`src/rtl/i2cm_pkg.sv`:
```
package i2cm_pkg;

    typedef enum logic [3:0] {
        S_IDLE,
        S_STA_A,
        S_STA_B,
        S_WAIT,
        S_LO,
        S_HI,
        S_REL,
        S_STP_A,
        S_STP_B,
        S_STP_C
    } i2cm_state_e;

    typedef struct packed {
        logic start_sent;
        logic byte_done;
        logic ack_fail;
        logic bus_err;
        logic arb_lost;
    } i2cm_flags_t;

    function automatic logic any_event(i2cm_flags_t f);
        return |f;
    endfunction

    function automatic logic in_byte(i2cm_state_e s);
        return (s == S_LO) || (s == S_HI);
    endfunction

endpackage

```
`src/rtl/i2cm_shifter.sv`:
```
module i2cm_shifter #(
    parameter int W = 8,
    localparam int IW = $clog2(W + 1)
) (
    input  logic          clk,
    input  logic          rst,
    input  logic          load,
    input  logic [W-1:0]  din,
    input  logic          shift,
    output logic          msb,
    output logic [IW-1:0] idx
);
    logic [W-1:0] sr;

    always_ff @(posedge clk) begin
        if (rst) begin
            sr  <= '0;
            idx <= '0;
        end else if (load) begin
            sr  <= din;
            idx <= '0;
        end else if (shift) begin
            sr  <= {sr[W-2:0], 1'b0};
            idx <= idx + IW'(1);
        end
    end

    assign msb = sr[W-1];
endmodule

```
`src/rtl/i2cm_busmon.sv`:
```
module i2cm_busmon (
    input  logic clk,
    input  logic rst,
    input  logic scl_in,
    input  logic sda_in,
    input  logic first_pulse,
    output logic start_det,
    output logic stop_det,
    output logic busy
);
    logic scl_q, sda_q;

    always_ff @(posedge clk) begin
        if (rst) begin
            scl_q <= 1'b1;
            sda_q <= 1'b1;
            busy  <= 1'b0;
        end else begin
            scl_q <= scl_in;
            sda_q <= sda_in;
            if (start_det || stop_det) begin
                busy <= first_pulse ? 1'b0 : start_det;
            end
        end
    end

    assign start_det = scl_q && scl_in && sda_q && !sda_in;
    assign stop_det  = scl_q && scl_in && !sda_q && sda_in;

    AST_STOP_FREES_BUS: assert property (@(posedge clk) disable iff (rst)
        stop_det |=> !busy);
endmodule

```
`src/rtl/i2cm_flags.sv`:
```
module i2cm_flags import i2cm_pkg::*; (
    input  logic        clk,
    input  logic        rst,
    input  i2cm_flags_t set_f,
    input  logic        clr_xfer,
    input  logic        clr_err,
    output i2cm_flags_t q
);
    always_ff @(posedge clk) begin
        if (rst) begin
            q <= '0;
        end else begin
            q.start_sent <= set_f.start_sent | (q.start_sent & ~clr_xfer);
            q.byte_done  <= set_f.byte_done  | (q.byte_done  & ~clr_xfer);
            q.ack_fail   <= ~clr_err & (q.ack_fail | set_f.ack_fail);
            q.bus_err    <= ~clr_err & (q.bus_err  | set_f.bus_err);
            q.arb_lost   <= ~clr_err & (q.arb_lost | set_f.arb_lost);
        end
    end
endmodule

```
`src/rtl/i2cm_tx_ctrl.sv`:
```
module i2cm_tx_ctrl import i2cm_pkg::*; #(
    parameter int HALF_CYC = 4,
    parameter int BYTE_W   = 8
) (
    input  logic              clk,
    input  logic              rst,
    input  logic              cmd_we,
    input  logic              cmd_start,
    input  logic              cmd_stop,
    input  logic              cmd_irq_en,
    input  logic              stat1_rd,
    input  logic              stat2_rd,
    input  logic              data_we,
    input  logic [BYTE_W-1:0] data_in,
    input  logic              scl_in,
    input  logic              sda_in,
    output logic              scl_pull,
    output logic              sda_pull,
    output logic              start_sent,
    output logic              byte_done,
    output logic              ack_fail,
    output logic              bus_err,
    output logic              arb_lost,
    output logic              ev_any,
    output logic              busy,
    output logic              master,
    output logic              irq
);
    localparam int PW = (HALF_CYC > 1) ? $clog2(HALF_CYC) : 1;
    localparam int IW = $clog2(BYTE_W + 1);

    i2cm_state_e st, st_n;
    logic [PW-1:0] ph;
    logic          ph_last;
    logic          ack_q, armed, stop_pend, ite_q;
    i2cm_flags_t   flg, set_f;
    logic          clr_xfer, ld, adv, cur_bit;
    logic [IW-1:0] idx;
    logic          data_slot, first_pulse, start_det, stop_det, cond;
    logic          ack_now, scl_drv, sda_drv, start_cmd, stop_cmd;

    assign start_cmd   = cmd_we && cmd_start;
    assign stop_cmd    = cmd_we && cmd_stop;
    assign ph_last     = (ph == PW'(HALF_CYC - 1));
    assign data_slot   = (idx < IW'(BYTE_W));
    assign first_pulse = in_byte(st) && (idx == '0);
    assign cond        = start_det || stop_det;
    assign ack_now     = (ph == '0) ? sda_in : ack_q;

    i2cm_shifter #(.W(BYTE_W)) u_shift (
        .clk(clk), .rst(rst), .load(ld), .din(data_in),
        .shift(adv), .msb(cur_bit), .idx(idx)
    );

    i2cm_busmon u_mon (
        .clk(clk), .rst(rst), .scl_in(scl_in), .sda_in(sda_in),
        .first_pulse(first_pulse), .start_det(start_det),
        .stop_det(stop_det), .busy(busy)
    );

    i2cm_flags u_flags (
        .clk(clk), .rst(rst), .set_f(set_f), .clr_xfer(clr_xfer),
        .clr_err(stat2_rd), .q(flg)
    );

    always_comb begin
        st_n     = st;
        scl_drv  = 1'b0;
        sda_drv  = 1'b0;
        set_f    = '0;
        clr_xfer = 1'b0;
        ld       = 1'b0;
        adv      = 1'b0;
        case (st)
            S_IDLE: begin
                if (start_cmd) st_n = S_STA_A;
            end
            S_STA_A: begin
                sda_drv = 1'b1;
                if (ph_last) st_n = S_STA_B;
            end
            S_STA_B: begin
                sda_drv = 1'b1;
                scl_drv = 1'b1;
                if (ph_last) begin
                    st_n             = S_WAIT;
                    set_f.start_sent = 1'b1;
                end
            end
            S_WAIT: begin
                scl_drv = 1'b1;
                if (stop_cmd) begin
                    st_n     = S_STP_A;
                    clr_xfer = 1'b1;
                end else if (data_we && armed) begin
                    st_n     = S_LO;
                    clr_xfer = 1'b1;
                    ld       = 1'b1;
                end
            end
            S_LO: begin
                scl_drv = 1'b1;
                sda_drv = data_slot && !cur_bit;
                if (cond && !first_pulse) begin
                    set_f.bus_err = 1'b1;
                    st_n          = S_REL;
                end else if (ph_last) begin
                    st_n = S_HI;
                end
            end
            S_HI: begin
                sda_drv = data_slot && !cur_bit;
                if (cond && !first_pulse) begin
                    set_f.bus_err = 1'b1;
                    st_n          = S_REL;
                end else if (data_slot && ph == '0 && cur_bit && !sda_in) begin
                    set_f.arb_lost = 1'b1;
                    st_n           = S_IDLE;
                end else begin
                    if (!data_slot && ack_now) set_f.ack_fail = 1'b1;
                    if (ph_last) begin
                        if (data_slot) begin
                            adv  = 1'b1;
                            st_n = S_LO;
                        end else if (ack_now) begin
                            st_n = S_REL;
                        end else if (stop_pend) begin
                            st_n = S_STP_A;
                        end else begin
                            set_f.byte_done = 1'b1;
                            st_n            = S_WAIT;
                        end
                    end
                end
            end
            S_REL: begin
                if (start_cmd)     st_n = S_STA_A;
                else if (stop_cmd) st_n = S_STP_A;
            end
            S_STP_A: begin
                scl_drv = 1'b1;
                sda_drv = 1'b1;
                if (ph_last) st_n = S_STP_B;
            end
            S_STP_B: begin
                sda_drv = 1'b1;
                if (ph_last) st_n = S_STP_C;
            end
            S_STP_C: begin
                st_n = S_IDLE;
            end
            default: st_n = S_IDLE;
        endcase
    end

    always_ff @(posedge clk) begin
        if (rst) begin
            st        <= S_IDLE;
            ph        <= '0;
            ack_q     <= 1'b0;
            armed     <= 1'b0;
            stop_pend <= 1'b0;
            ite_q     <= 1'b0;
        end else begin
            st <= st_n;
            ph <= (st_n != st || ph_last) ? '0 : ph + PW'(1);
            if (st == S_HI && ph == '0 && !data_slot) ack_q <= sda_in;
            armed     <= (st == S_WAIT) && (st_n == S_WAIT) &&
                         (armed || (stat1_rd && (flg.start_sent || flg.byte_done)));
            stop_pend <= in_byte(st_n) && (stop_pend || stop_cmd);
            if (cmd_we) ite_q <= cmd_irq_en;
        end
    end

    assign scl_pull   = scl_drv;
    assign sda_pull   = sda_drv;
    assign start_sent = flg.start_sent;
    assign byte_done  = flg.byte_done;
    assign ack_fail   = flg.ack_fail;
    assign bus_err    = flg.bus_err;
    assign arb_lost   = flg.arb_lost;
    assign ev_any     = any_event(flg);
    assign master     = (st != S_IDLE);
    assign irq        = ite_q && any_event(flg);

    AST_WAIT_HOLDS_SCL: assert property (@(posedge clk) disable iff (rst)
        (flg.start_sent || flg.byte_done) |-> scl_drv);
    AST_DATA_STABLE_HIGH: assert property (@(posedge clk) disable iff (rst)
        (st == S_HI && $past(st) == S_HI) |-> $stable(sda_drv));
    AST_NACK_FREES_SCL: assert property (@(posedge clk) disable iff (rst)
        $rose(flg.ack_fail) |-> !scl_drv);
    AST_ARB_DROPS_MASTER: assert property (@(posedge clk) disable iff (rst)
        $rose(flg.arb_lost) |-> !master);
    AST_FIRST_PULSE_QUIET: assert property (@(posedge clk) disable iff (rst)
        $rose(flg.bus_err) |-> ($past(idx) != '0));
endmodule

```
`config.mk`:
```
export PLATFORM = sky130hd
export DESIGN_NAME = i2cm_tx_ctrl
export DESIGN_NICKNAME = d
export VERILOG_FILES = /design/src/rtl/i2cm_pkg.sv /design/src/rtl/i2cm_shifter.sv /design/src/rtl/i2cm_busmon.sv /design/src/rtl/i2cm_flags.sv /design/src/rtl/i2cm_tx_ctrl.sv
export SDC_FILE = /design/constraint.sdc
export NUM_CORES = 1
export LEC_CHECK = 0
export BUFFER_PORTS_ARGS = -buffer_cell sky130_fd_sc_hd__buf_2
export CAP_MARGIN = 0
export CORE_MARGIN = 2
export CORE_UTILIZATION = 30
export DETAILED_ROUTE_END_ITERATION = 10
export GPL_TIMING_DRIVEN = 0
export PLACE_DENSITY = 0.54
export SLEW_MARGIN = 40
export SYNTH_ARGS = -nofsm -noshare
export SYNTH_HDL_FRONTEND = slang
export SYNTH_SLANG_ARGS = --single-unit
```
`constraint.sdc`:
```
create_clock -name clk -period 2.9 [get_ports clk]
set_input_delay 0.145 -clock clk [delete_from_list [all_inputs] [get_ports clk]]
set_output_delay 0.145 -clock clk [all_outputs]
set_load 0.02 [all_outputs]
```
=== Word-level counts from Yosys, hierarchy flattened ===
Index checks and enable logic that the tools add are counted.

* Bits in writable memories: 0
* Memories kept: 0
* Bits in latches: 0
* Memory bits (read-only): 0
* Register bits: 30
* Output and inout port bits: 11
* Logic and storage cells: 138
* Input bits: 19

* Magnitude comparators: 1
* Equal/unequal tests: 13
* Multiplexer cells: 49
* Reduce and logical (&&, ||, !) cells: 45
* Divide/modulo/power cells: 0
* Bitwise logic cells: 12
* $mul: 0
* Add/sub/neg operators: 2
* Shift operators: 0

{| class="wikitable"
|+ Operators by type and width
! operator !! count
|-
| 4-bit 2-to-1 mux || 16
|-
| 4-bit one-hot mux with 9 select lines || 1
|-
| 1-bit 2-to-1 mux || 25
|-
| 4-bit by 3-bit equality test with 1-bit output, second input constant || 6
|-
| 1-bit logical AND || 22
|-
| 8-bit 2-to-1 mux || 2
|-
| 4-bit by 2-bit equality test with 1-bit output, second input constant || 3
|-
| 4-bit logical NOT || 2
|-
| 4-bit OR reduction || 2
|-
| 1-bit logical OR || 7
|-
| 2-bit 2-to-1 mux || 3
|-
| 2-bit OR reduction || 3
|-
| 1-bit bitwise AND || 5
|-
| 1-bit logical NOT || 5
|-
| 1-bit bitwise OR || 5
|-
| 5-bit OR reduction || 1
|-
| 4-bit by 1-bit adder with 4-bit output, second input constant || 1
|-
| 4-bit by 1-bit equality test with 1-bit output, second input constant || 1
|-
| 4-bit equality test, second input constant || 1
|-
| 4-bit < comparator, second input constant || 1
|-
| 4-bit != test || 1
|-
| 4-bit nonzero test || 1
|-
| 3-bit 2-to-1 mux || 1
|-
| 2-bit by 1-bit adder with 2-bit output, second input constant || 1
|-
| 5 further kinds || 6
|}

=== Logic depth before layout (Yosys ltp) ===
Gate-level depths: netlist (run 1).

* Depth in word-level cells: 11
* Mapped depth: 8
* Depth with buffers taken out: 7

=== Modules after synthesis ===
Synthesis (run 1) repeated with hierarchy kept, for this count alone.

* Cells, all modules: 196
* Area, all modules: 1,689.1 µm²

{| class="wikitable"
|+ By module, submodules not included
! module !! seq. area each (µm²) !! area each (µm²) !! cells each !! instances
|-
| i2cm_tx_ctrl || 200.2 || 862.1 || 113 || 1
|-
| i2cm_shifter || 240.2 || 546.8 || 53 || 1
|-
| i2cm_flags || 100.1 || 156.4 || 17 || 1
|-
| i2cm_busmon || 60.1 || 123.9 || 13 || 1
|}

=== Worst setup path after synthesis (run 1) ===
OpenSTA, ideal clock, no wires.

* Kind: flip-flop to flip-flop
* From: reg ph[0]
* To: reg stop_pend
* Data required time: 2.797 ns
* Clock period less this slack: 1.793 ns
* Stages on the path, launching flop included: 8
* Slack: 1.107 ns
* Arrival: 1.689 ns
* Library setup time: 0.103 ns
* Path buffers: 1
* Cells stage by stage: dfxtp_1 ha_1 clkbuf_2 nand4_1 o32ai_2 nor3_1 a311o_1 a2111oi_2

* Cells in the longest elaborated chain, start to end: 11
* Elaborated cells between the ends (all ways): 22
* Those cells by class: eq/ne: 3; mux: 13; reduce/logical: 6

{| class="wikitable"
|+ RTL lines
! item !! RTL line !! source
|-
| start: declaration || i2cm_tx_ctrl.sv:33 || <nowiki>logic [PW-1:0] ph;</nowiki>
|-
| start signal: assignment || i2cm_tx_ctrl.sv:166 || <nowiki>ph <= (st_n != st || ph_last) ? '0 : ph + PW'(1);</nowiki>
|-
| 2-bit logical NOT || i2cm_tx_ctrl.sv:48, i2cm_tx_ctrl.sv:116 ||
|-
| 1-bit 2-to-1 mux || i2cm_tx_ctrl.sv:48 || <nowiki>assign ack_now = (ph == '0) ? sda_in : ack_q;</nowiki>
|-
| 4-bit 2-to-1 mux || i2cm_tx_ctrl.sv:125 || <nowiki>end else if (ack_now) begin</nowiki>
|-
| 4-bit 2-to-1 mux || i2cm_tx_ctrl.sv:122 || <nowiki>if (data_slot) begin</nowiki>
|-
| 4-bit 2-to-1 mux || i2cm_tx_ctrl.sv:121 || <nowiki>if (ph_last) begin</nowiki>
|-
| 4-bit 2-to-1 mux || i2cm_tx_ctrl.sv:116 || <nowiki>end else if (data_slot && ph == '0 && cur_bit && !sda_in) begin</nowiki>
|-
| 4-bit 2-to-1 mux || i2cm_tx_ctrl.sv:113 || <nowiki>if (cond && !first_pulse) begin</nowiki>
|-
| 4-bit one-hot mux with 9 select lines * || i2cm_tx_ctrl.sv:74 || <nowiki>case (st)</nowiki>
|-
| 4-bit by 3-bit equality test with 1-bit output || i2cm_pkg.sv:29 || <nowiki>return (s == S_LO) || (s == S_HI);</nowiki>
|-
| 1-bit logical OR * || i2cm_pkg.sv:29 ||
|-
| 1-bit logical AND * || i2cm_tx_ctrl.sv:170 || <nowiki>stop_pend <= in_byte(st_n) && (stop_pend || stop_cmd);</nowiki>
|-
| end signal: assignment || i2cm_tx_ctrl.sv:170 ||
|-
| end: declaration || i2cm_tx_ctrl.sv:35 || <nowiki>logic ack_q, armed, stop_pend, ite_q;</nowiki>
|}

Every way passes the cells marked *; elsewhere a longest branch is shown, timed or not.
A chain may end at the register's enable or synchronous reset.

=== Worst setup path after layout (run 1) ===
Same ends and word-level chain as after synthesis.

==> results of run 1 <==
[power by group]
part | total, mW | switching [mW] | internal (mW)
sequential | 0.426 | 0.00571 | 0.420
combinational | 0.103 | 0.0584 | 0.0444
clock | 0.358 | 0.167 | 0.190
total | 0.886 | 0.231 | 0.655
[cells by family (layout without fill, tap and decap cells)]
group | Yosys count | after routing | share of synthesized area
XOR/XNOR | 5 | 5 | 0.0244
AND/OR/NAND/NOR | 83 | 83 | 0.270
AO/OA/AOI/OAI | 50 | 50 | 0.216
adder cells (fa/ha/maj) | 4 | 4 | 0.0279
flip-flops | 30 | 30 | 0.335
multiplexers | 12 | 12 | 0.0677
buffers and inverters | 20 | 55 | 0.0587
[state kept, by name, summed over array words and instances, names as in the netlist]
name	count
u_mon.scl_q	1
u_shift.sr	8
ph	2
ite_q	1
u_shift.idx	4
u_flags.q	5
armed	1
u_mon.sda_q	1
u_mon.busy	1
ack_q	1
stop_pend	1
st	4
[worst paths after layout]
kind,end,start,cells past startpoint,slack (ps)
setup / recovery,stop_pend,ph[0],7,650
hold / removal,u_mon.scl_q,scl_in,2,60
setup reg to reg,stop_pend,ph[0],7,650
hold reg to reg,u_shift.sr[0],u_shift.sr[0],2,470
[area by class of cell]
type,count,share of cell area
plain buffers,14,0.0390
clock buffers,6,0.0390
clock inverters,2,0.00591
inverters,6,0.0106
multi-input cells,154,0.513
flip-flops and latches,30,0.284
well taps,75,0.0444
repair buffers,27,0.0639
[through the flow]
step	area (µm²)	instances	setup WS (ps)	utilization
floorplan	1790	204	1110	-
global placement	2020	306	722	0.345
detailed placement	2020	306	679	0.345
CTS	2120	314	652	0.362
global route	2120	314	521	0.362
finish	2120	314	648	0.362
[cell usage after synthesis (5+ instances only)]
library cell and count:
nand3_1 6, a21oi_1 8, dfxtp_1 30, nor2b_1 5, mux2i_1 11, inv_1 6, nor3_1 10, nor2_1 19
nand2_1 9, a211oi_1 8
[metal layers]
metal	vias to the layer above	wire, µm
met1	779	2330
met3	4	197
met4	0	42
met5	-	0
met2	37	2200
li1	834	-
==> results by group, run 1 <==
Outcome
  – Outcome: completed

Floorplan
  – Die height: 81.3 µm
  – I/O Pins: 30
  – CORE AREA: 5850 µm²
  – Die Span X: 81.3 µm
  – Die area: around 6600 µm²
  – Initial Utilization: 0.306
  – Row cnt: 28

STA
  – Slew Limit Fails: 0
  – Slew headroom: 0.546
  – Hold Violations, Final: 0
  – Final setup viols: 0
  – Clock period minus worst slack: 2250 ps
  – Total negative slack: 0 ps
  – Worst Clk Skew: 6.18 ps
  – Worst Tran Pin Value: 676 ps
  – Crit share post-route: 0.777
  – RSZ-0062 raised after global routing: no
  – Min Hold Slack: 55.4 ps
  – Fmax: 444 MHz

Route
  – Vias per cell: 5.27
  – Final ANT Viol Nets: 0
  – WL final: ~4.8 mm
  – 1st-iter DRT viols: 103
  – Wire length per cell: 15.2 µm
  – DR DRC count: 0
  – Vias: 1654
  – Detailed-router iteration count before antenna repair: 4

Global route
  – Initial antenna violation count: 0
  – GR Util met1: 0.208
  – Largest net degree at the start of global routing: 11
  – Grt ovf: 0
  – First-pass GRT wire length: between 7 and 8 mm
  – Met3 usage: 0.0422
  – Vias in the first global route: 1567
  – GRT met2 Usage: 0.240
  – GRT Util Overall: 0.156
  – GRT busiest layer: met2

Worst setup path
  – Setup CP Type: reg -> reg
  – Arr. time, crit path: 2440 ps
  – Worst Setup End Kind: register
  – CP max stage cell: a311o_1
  – CP Launch Type: register
  – Crit Path Max Fanout: 10
  – Crit path required time: 3080 ps
  – Critical-path cell list: ha_1 > clkbuf_2 > nand4_1 > o32ai_2 > nor3_1 > a311o_1 > a2111oi_2
  – Worst Path Buf+Inv: 1
  – Critical path's largest stage delay: 390 ps
  – Crit path max-delay family: compound AO/OA/AOI/OAI gates

Cells and area
  – Area of the multi-input gates: approximately 1100 µm²
  – Commonest cells after routing, fill and taps aside: 31 x buf_2, 30 x dfxtp_1, 19 x nor2_1, 11 x mux2i_1, 10 x nor3_1
  – Reg area: between 600 and 700 µm²
  – Fillers: 611
  – Commonest non-fill, non-tap cell in the layout: buf_2
  – Nets: 261
  – ANT cells: 0
  – Area delta synth->final: 18.1%
  – Share of cells above drive strength 1: 0.247

CTS
  – Clock insertion delay at the later pin of the skew report: 290 ps
  – H-tree depth: 2
  – Max Buffers Root-to-Sink: 2
  – CTS Hold Buffers Added: 0
  – Post_cts resized: 0
  – Total CTS buffers: 5
  – Sink Count: 30
  – Clock Tree Root: clkbuf_8
  – CTS tree: built
  – Clock slew at reported path FFs: 70 ps
  – Post-CTS Setup Bufs: 0

Synthesis
  – Syn Inst Count: 204
  – Yosys top cell area share: 0.335
  – Count of cell types in the netlist: 63
  – Yosys warns: 0
  – Dominant synthesized flop cell: dfxtp_1
  – Mapped Nets: 227
  – Syn avg cell area: 8.78 µm²
  – Largest cells by area after synthesis: dfxtp_1 34%, mux2i_1 6.1%, nor2_1 4.0%
  – EDFF count, synth: 0
  – Yosys top cell by area: dfxtp_1
  – Synth async-reset ratio: 0
  – Register area share after synthesis: 0.335
  – Synthesized area: about 1800 µm²
  – Register bit count reported by yosys: 30

Power
  – Max VDD drop: 184 µV
  – LEAKAGE: between 0.8 and 0.9 nW
  – Pwr dens: 419 nW/µm²
  – Total Power: 886 µW

Placed design
  – Detail Placement HPWL: 3.48 mm
  – Placer congestion estimate: 0.797
  – Port bufs: 27

Hold path
  – Hold Crit Class: in -> reg

Job
  – Max-capacitance violation count: 0
Power figures use the tool's default switching activity.
==> run 2: changes to the inputs <==
==> constraint.sdc (replaced) <==
create_clock -name clk -period 2.3 [get_ports clk]
set_input_delay 0.115 -clock clk [delete_from_list [all_inputs] [get_ports clk]]
set_output_delay 0.115 -clock clk [all_outputs]
set_load 0.02 [all_outputs]
==> run 2 against run 1 <==
Net effect:
- total power is 26% higher
- global-route usage is the same
- clock skew about the same
- critical endpoint unchanged
- fmax up 5.6%
- cell count is the same
- combinational power up 26%
- non-clock buffer count unchanged
- count of clock-buffer cells in the layout is the same
==> results by group, run 2 (same netlist as run 1, synthesis figures left out) <==
Floorplan
  – Die area: ~6600 µm²
  – CORE AREA: 5850 µm²
  – I/O Pins: 30
  – Die Span X: 81.3 µm
  – Initial Utilization: 0.306
  – Die height: 81.3 µm
  – Row cnt: 28

Worst setup path
  – Crit Path Max Fanout: 10
  – Critical-path cell list: ha_2 > clkbuf_4 > nand4_1 > o32ai_2 > nor3_1 > a311o_1 > a2111oi_2
  – CP Launch Type: register
  – Worst Path Buf+Inv: 1
  – Crit path max-delay family: compound AO/OA/AOI/OAI gates
  – Critical path's largest stage delay: 390 ps
  – Worst Setup End Kind: register
  – Crit path required time: around 2500 ps
  – Arr. time, crit path: about 2300 ps
  – Reg2reg path depth: 7
  – Setup CP Type: reg -> reg
  – Worst r2r src: ph[0]
  – R2R setup slack: 170 ps
  – Worst R2R End: stop_pend
  – CP max stage cell: a311o_1

Global route
  – Largest net degree at the start of global routing: 11
  – Grt ovf: 0
  – Vias in the first global route: 1567
  – Initial antenna violation count: 0
  – First-pass GRT wire length: 7.85 mm
  – GRT Util Overall: 0.156

STA
  – Hold Violations, Final: 0
  – Slew headroom: 0.546
  – Fmax: 469 MHz
  – Total negative slack: 0 ps
  – Crit share post-route: 0.927
  – Slew Limit Fails: 0
  – Worst Clk Skew: 6.16 ps
  – Clock period minus worst slack: about 2100 ps
  – RSZ-0062 raised after global routing: no
  – Final setup viols: 0
  – Min Hold Slack: around 25 ps
  – Worst Tran Pin Value: 676 ps

Cells and area
  – Commonest non-fill, non-tap cell in the layout: buf_2
  – Commonest cells after routing, fill and taps aside: 31 x buf_2, 30 x dfxtp_1, 19 x nor2_1, 11 x mux2i_1, 10 x nor3_1
  – Nets: around 260
  – Design Area, Final: about 2100 µm²
  – ANT cells: 0
  – Area delta synth->final: 18.4%
  – Post-Layout Cell Count: ~310
  – Fillers: approximately 610
  – Largest regs: u_shift.sr: 8 flops, u_flags.q: 5 flops
  – Share of cells above drive strength 1: 0.251
  – Max FFs per register: 8
  – Largest Register: u_shift.sr

Route
  – Detailed-router iteration count before antenna repair: 4
  – DR DRC count: 0
  – Final ANT Viol Nets: 0
  – Vias per cell: 5.29
  – Wire length per cell: about 15 µm
  – 1st-iter DRT viols: a little over 100
  – Vias: 1662
  – WL final: ~4.8 mm

Hold path
  – Hold endpoint: u_mon.scl_q
  – Hold Path Cell Cnt: 2
  – Hold Crit Class: in -> reg
  – HP Start: scl_in

CTS
  – Total CTS buffers: 5
  – Clock slew at reported path FFs: about 70 ps
  – Max Buffers Root-to-Sink: 2
  – CTS Hold Buffers Added: 0
  – H-tree depth: 2
  – Clock insertion delay at the later pin of the skew report: 290 ps
  – CTS tree: built
  – Sink Count: 30
  – Clock Tree Root: clkbuf_8
  – Post-CTS Setup Bufs: 0

Power
  – Max VDD drop: 232 µV
  – LEAKAGE: 0.892 nW
  – Pwr dens: 527 nW/µm²

Placed design
  – Placed Instances: 306
  – Detail Placement HPWL: 3.48 mm
  – Placed cell areas: 2020 µm²
  – Placer congestion estimate: 0.797
  – Port bufs: 27

Outcome
  – Outcome: completed

Job
  – Max-capacitance violation count: 0
run 2: cell counts in the layout (fill, tap and decap cells not counted):
Identical to the previous run, type by type.
run 2: layout make-up:
cell class	count	area [µm²]	share of cell area
plain buffers	14	85.1	0.0401
multi-input cells	154	1090	0.513
clock buffers	6	82.6	0.0389
well taps	75	93.8	0.0442
clock inverters	2	12.5	0.00590
repair buffers	27	135	0.0637
flip-flops and latches	30	601	0.283
inverters	6	22.5	0.0106
run 2: routing by layer:
metal | part of all wire | routed length [µm] | vias to the layer above | track usage
met1 | 0.49 | 2320 | 785 | 0.208
met2 | 0.46 | 2200 | 39 | 0.240
met4 | 0.0088 | 42 | 0 | 0.0559
met5 | 0 | 0 | - | 0
met3 | 0.042 | 202 | 4 | 0.0422
li1 | - | - | 834 | -
run 2: report_power, final:
part	internal (mW)	switching, mW
sequential	0.530	0.00740
combinational	0.0565	0.0736
clock	0.240	0.210
total	0.826	0.291
run 2: how the worst max path moves through the flow:
stage / from / end / depth (start not counted)
final: ph[0] / stop_pend / 7
after global routing: ph[0] / stop_pend / 7
after CTS: ph[0] / stop_pend / 7
after detailed placement: ph[0] / stop_pend / 7
after global placement: ph[0] / stop_pend / 7
after floorplan: ph[0] / stop_pend / 7
run 2: stage by stage:
step | setup WS (ps) | power, mW | utilization
final | 168 | 1.12 | 0.362
after floorplan | 507 | 0.634 | -
after detailed placement | 78.5 | 0.679 | 0.345
after CTS | 52.3 | 1.13 | 0.362
after global routing | 49.9 | 1.17 | 0.362
after global placement | 122 | 0.678 | 0.345
run 2: timing repair:
action	4_1_cts	5_1_grt
gates resized for setup	0	3
hold endpoints to repair	0	0
setup endpoints to repair	0	1
==> run 3: changes to the inputs <==
--- a/config.mk
+++ b/config.mk
@@ -5,13 +5,13 @@
 export SDC_FILE = /design/constraint.sdc
 export NUM_CORES = 1
 export LEC_CHECK = 0
-export BUFFER_PORTS_ARGS = -buffer_cell sky130_fd_sc_hd__buf_2
 export CAP_MARGIN = 0
 export CORE_MARGIN = 2
 export CORE_UTILIZATION = 30
 export DETAILED_ROUTE_END_ITERATION = 10
+export DONT_BUFFER_PORTS = 1
 export GPL_TIMING_DRIVEN = 0
-export PLACE_DENSITY = 0.54
+export PLACE_DENSITY = 0.5
 export SLEW_MARGIN = 40
 export SYNTH_ARGS = -nofsm -noshare
 export SYNTH_HDL_FRONTEND = slang
==> run 3 against run 2 <==
Net effect:
- via count down 3.9%
- combinational power fell by 12%
- sequential power is essentially flat
- core utilization down 1.5 points
- worst setup slack got worse by 27 ps
- first-iteration DRC count is 8.7% higher
- non-clock buffer count is 22 lower
- register-to-register slack lost 30 ps
- design area fell by 4.2%
- global-route usage fell by 0.13 points
==> results by group, run 3 (same netlist as run 1, synthesis figures left out) <==
Route
  – Detailed-router iteration count before antenna repair: 4
  – Final ANT Viol Nets: 0
  – Vias: 1598
  – DR DRC count: 0
  – Wire length per cell: between 15 and 20 µm
  – WL final: 4.82 mm
  – 1st-iter DRT viols: 112
  – Vias per cell: between 5 and 6

Cells and area
  – Area delta synth->final: 13.3%
  – Commonest cells after routing, fill and taps aside: 30 x dfxtp_1, 19 x nor2_1, 11 x mux2i_1, 10 x nor3_1, 9 x nand2_1
  – Core Util, Final: 0.347
  – Post-Layout Cell Count: about 290
  – Nets: 239
  – Fillers: 605
  – Largest regs: u_shift.sr: 8 flops, u_flags.q: 5 flops
  – Max FFs per register: 8
  – Reg area: between 600 and 700 µm²
  – ANT cells: 0
  – Commonest non-fill, non-tap cell in the layout: dfxtp_1
  – Share of cells above drive strength 1: 0.147
  – Largest Register: u_shift.sr
  – Design Area, Final: 2030 µm²
  – Area of the multi-input gates: 1090 µm²

Placed design
  – Dpl ws: 186 ps
  – Placed Instances: 279
  – Placer congestion estimate: 0.775
  – Port bufs: 0
  – Placed cell areas: approximately 1900 µm²
  – Detail Placement HPWL: 3.54 mm

Power
  – Clk pwr share: 0.411
  – Switching Fraction: 0.262
  – P_int: about 820 µW
  – Total Power: 1.11 mW
  – Max VDD drop: 274 µV
  – Reg power frac: 0.485
  – Pwr dens: 547 nW/µm²
  – Net Sw Power: 290 µW
  – LEAKAGE: 0.793 nW
  – Combinational power share: 0.104

Floorplan
  – Initial Utilization: 0.306
  – I/O Pins: 30
  – Row cnt: 28
  – CORE AREA: 5850 µm²
  – Die height: 81.3 µm
  – Die Span X: 81.3 µm
  – Die area: roughly 6600 µm²

STA
  – Hold Violations, Final: 0
  – Min Hold Slack: between 8 and 9 ps
  – Final setup viols: 0
  – RSZ-0062 raised after global routing: no
  – Worst Clk Skew: 8.51 ps
  – Slew Limit Fails: 0
  – Slack of the critical path: 141 ps
  – Crit share post-route: 0.939
  – Total negative slack: 0 ps
  – Fmax: 463 MHz
  – Worst Tran Pin Value: roughly 680 ps
  – Slew headroom: 0.541
  – Clock period minus worst slack: 2160 ps

Outcome
  – Outcome: completed

Global route
  – Vias in the first global route: between 1500 and 2000
  – First-pass GRT wire length: 7.78 mm
  – Grt ovf: 0
  – Initial antenna violation count: 0
  – GRT Util Overall: 0.154
  – Largest net degree at the start of global routing: 11

CTS
  – Post-CTS Setup Bufs: 0
  – Clock Tree Root: clkbuf_8
  – Clock slew at reported path FFs: 70 ps
  – Max Buffers Root-to-Sink: 2
  – Sink Count: 30
  – Total CTS buffers: 5
  – CTS tree: built
  – H-tree depth: 2
  – Clock insertion delay at the later pin of the skew report: 290 ps

Worst setup path
  – Crit path required time: 2480 ps
  – Setup CP Type: reg -> reg
  – Arr. time, crit path: between 2000 and 2500 ps
  – Critical-path cell list: ha_1 > clkbuf_2 > nand4_1 > o32ai_2 > nor3_1 > a311o_1 > a2111oi_2
  – Critical path's largest stage delay: 380 ps
  – Crit path max-delay family: compound AO/OA/AOI/OAI gates
  – Worst Path Buf+Inv: 1
  – CP max stage cell: a311o_1
  – Worst Setup End Kind: register
  – Crit Path Max Fanout: 10
  – CP Launch Type: register

Job
  – Max-capacitance violation count: 0

Hold path
  – Hold Crit Class: in -> reg
run 3: changes by cell type in the layout (fill, tap and decap cells not counted), sizes merged:
cell | previous run | this run
dlygate4sd3 | 0 | 5
buf | 35 | 8
run 3: layout make-up:
cell class              count  share of cell area
clock inverters             2             0.00616
plain buffers              14              0.0407
repair buffers              5              0.0246
clock buffers               6              0.0407
flip-flops and latches     30               0.296
well taps                  75              0.0462
inverters                   6              0.0111
multi-input cells         154               0.535
run 3: per-layer routing:
layer / wire (µm) / GRT usage / up-vias
li1: - / - / 783
met1: 2330 / 0.211 / 769
met2: 2180 / 0.239 / 41
met3: 259 / 0.0389 / 5
met4: 51 / 0.0458 / 0
met5: 0 / 0 / -
run 3: power groups by stage:
stage	registers [mW]	logic, mW	clock network, mW
2_1_floorplan	0.548	0.0852	0
3_3_place_gp	0.550	0.106	0
3_5_place_dp	0.550	0.107	0
4_1_cts	0.538	0.116	0.472
5_1_grt	0.540	0.128	0.493
6_report	0.538	0.115	0.456
run 3: path summary, 6_finish.rpt:
path	end	slack, ps	cells past startpoint	start
hold / removal	u_shift.sr[7]	9	2	data_in[7]
setup reg to reg	stop_pend	140	7	ph[0]
hold reg to reg	ph[0]	460	1	ph[0]
setup / recovery	stop_pend	140	7	ph[0]
run 3: repair_timing:
item                                   4_1_cts  5_1_grt
hold buffers                                 5        0
endpoints found under the hold margin        7        0
gates resized for setup                      0        0
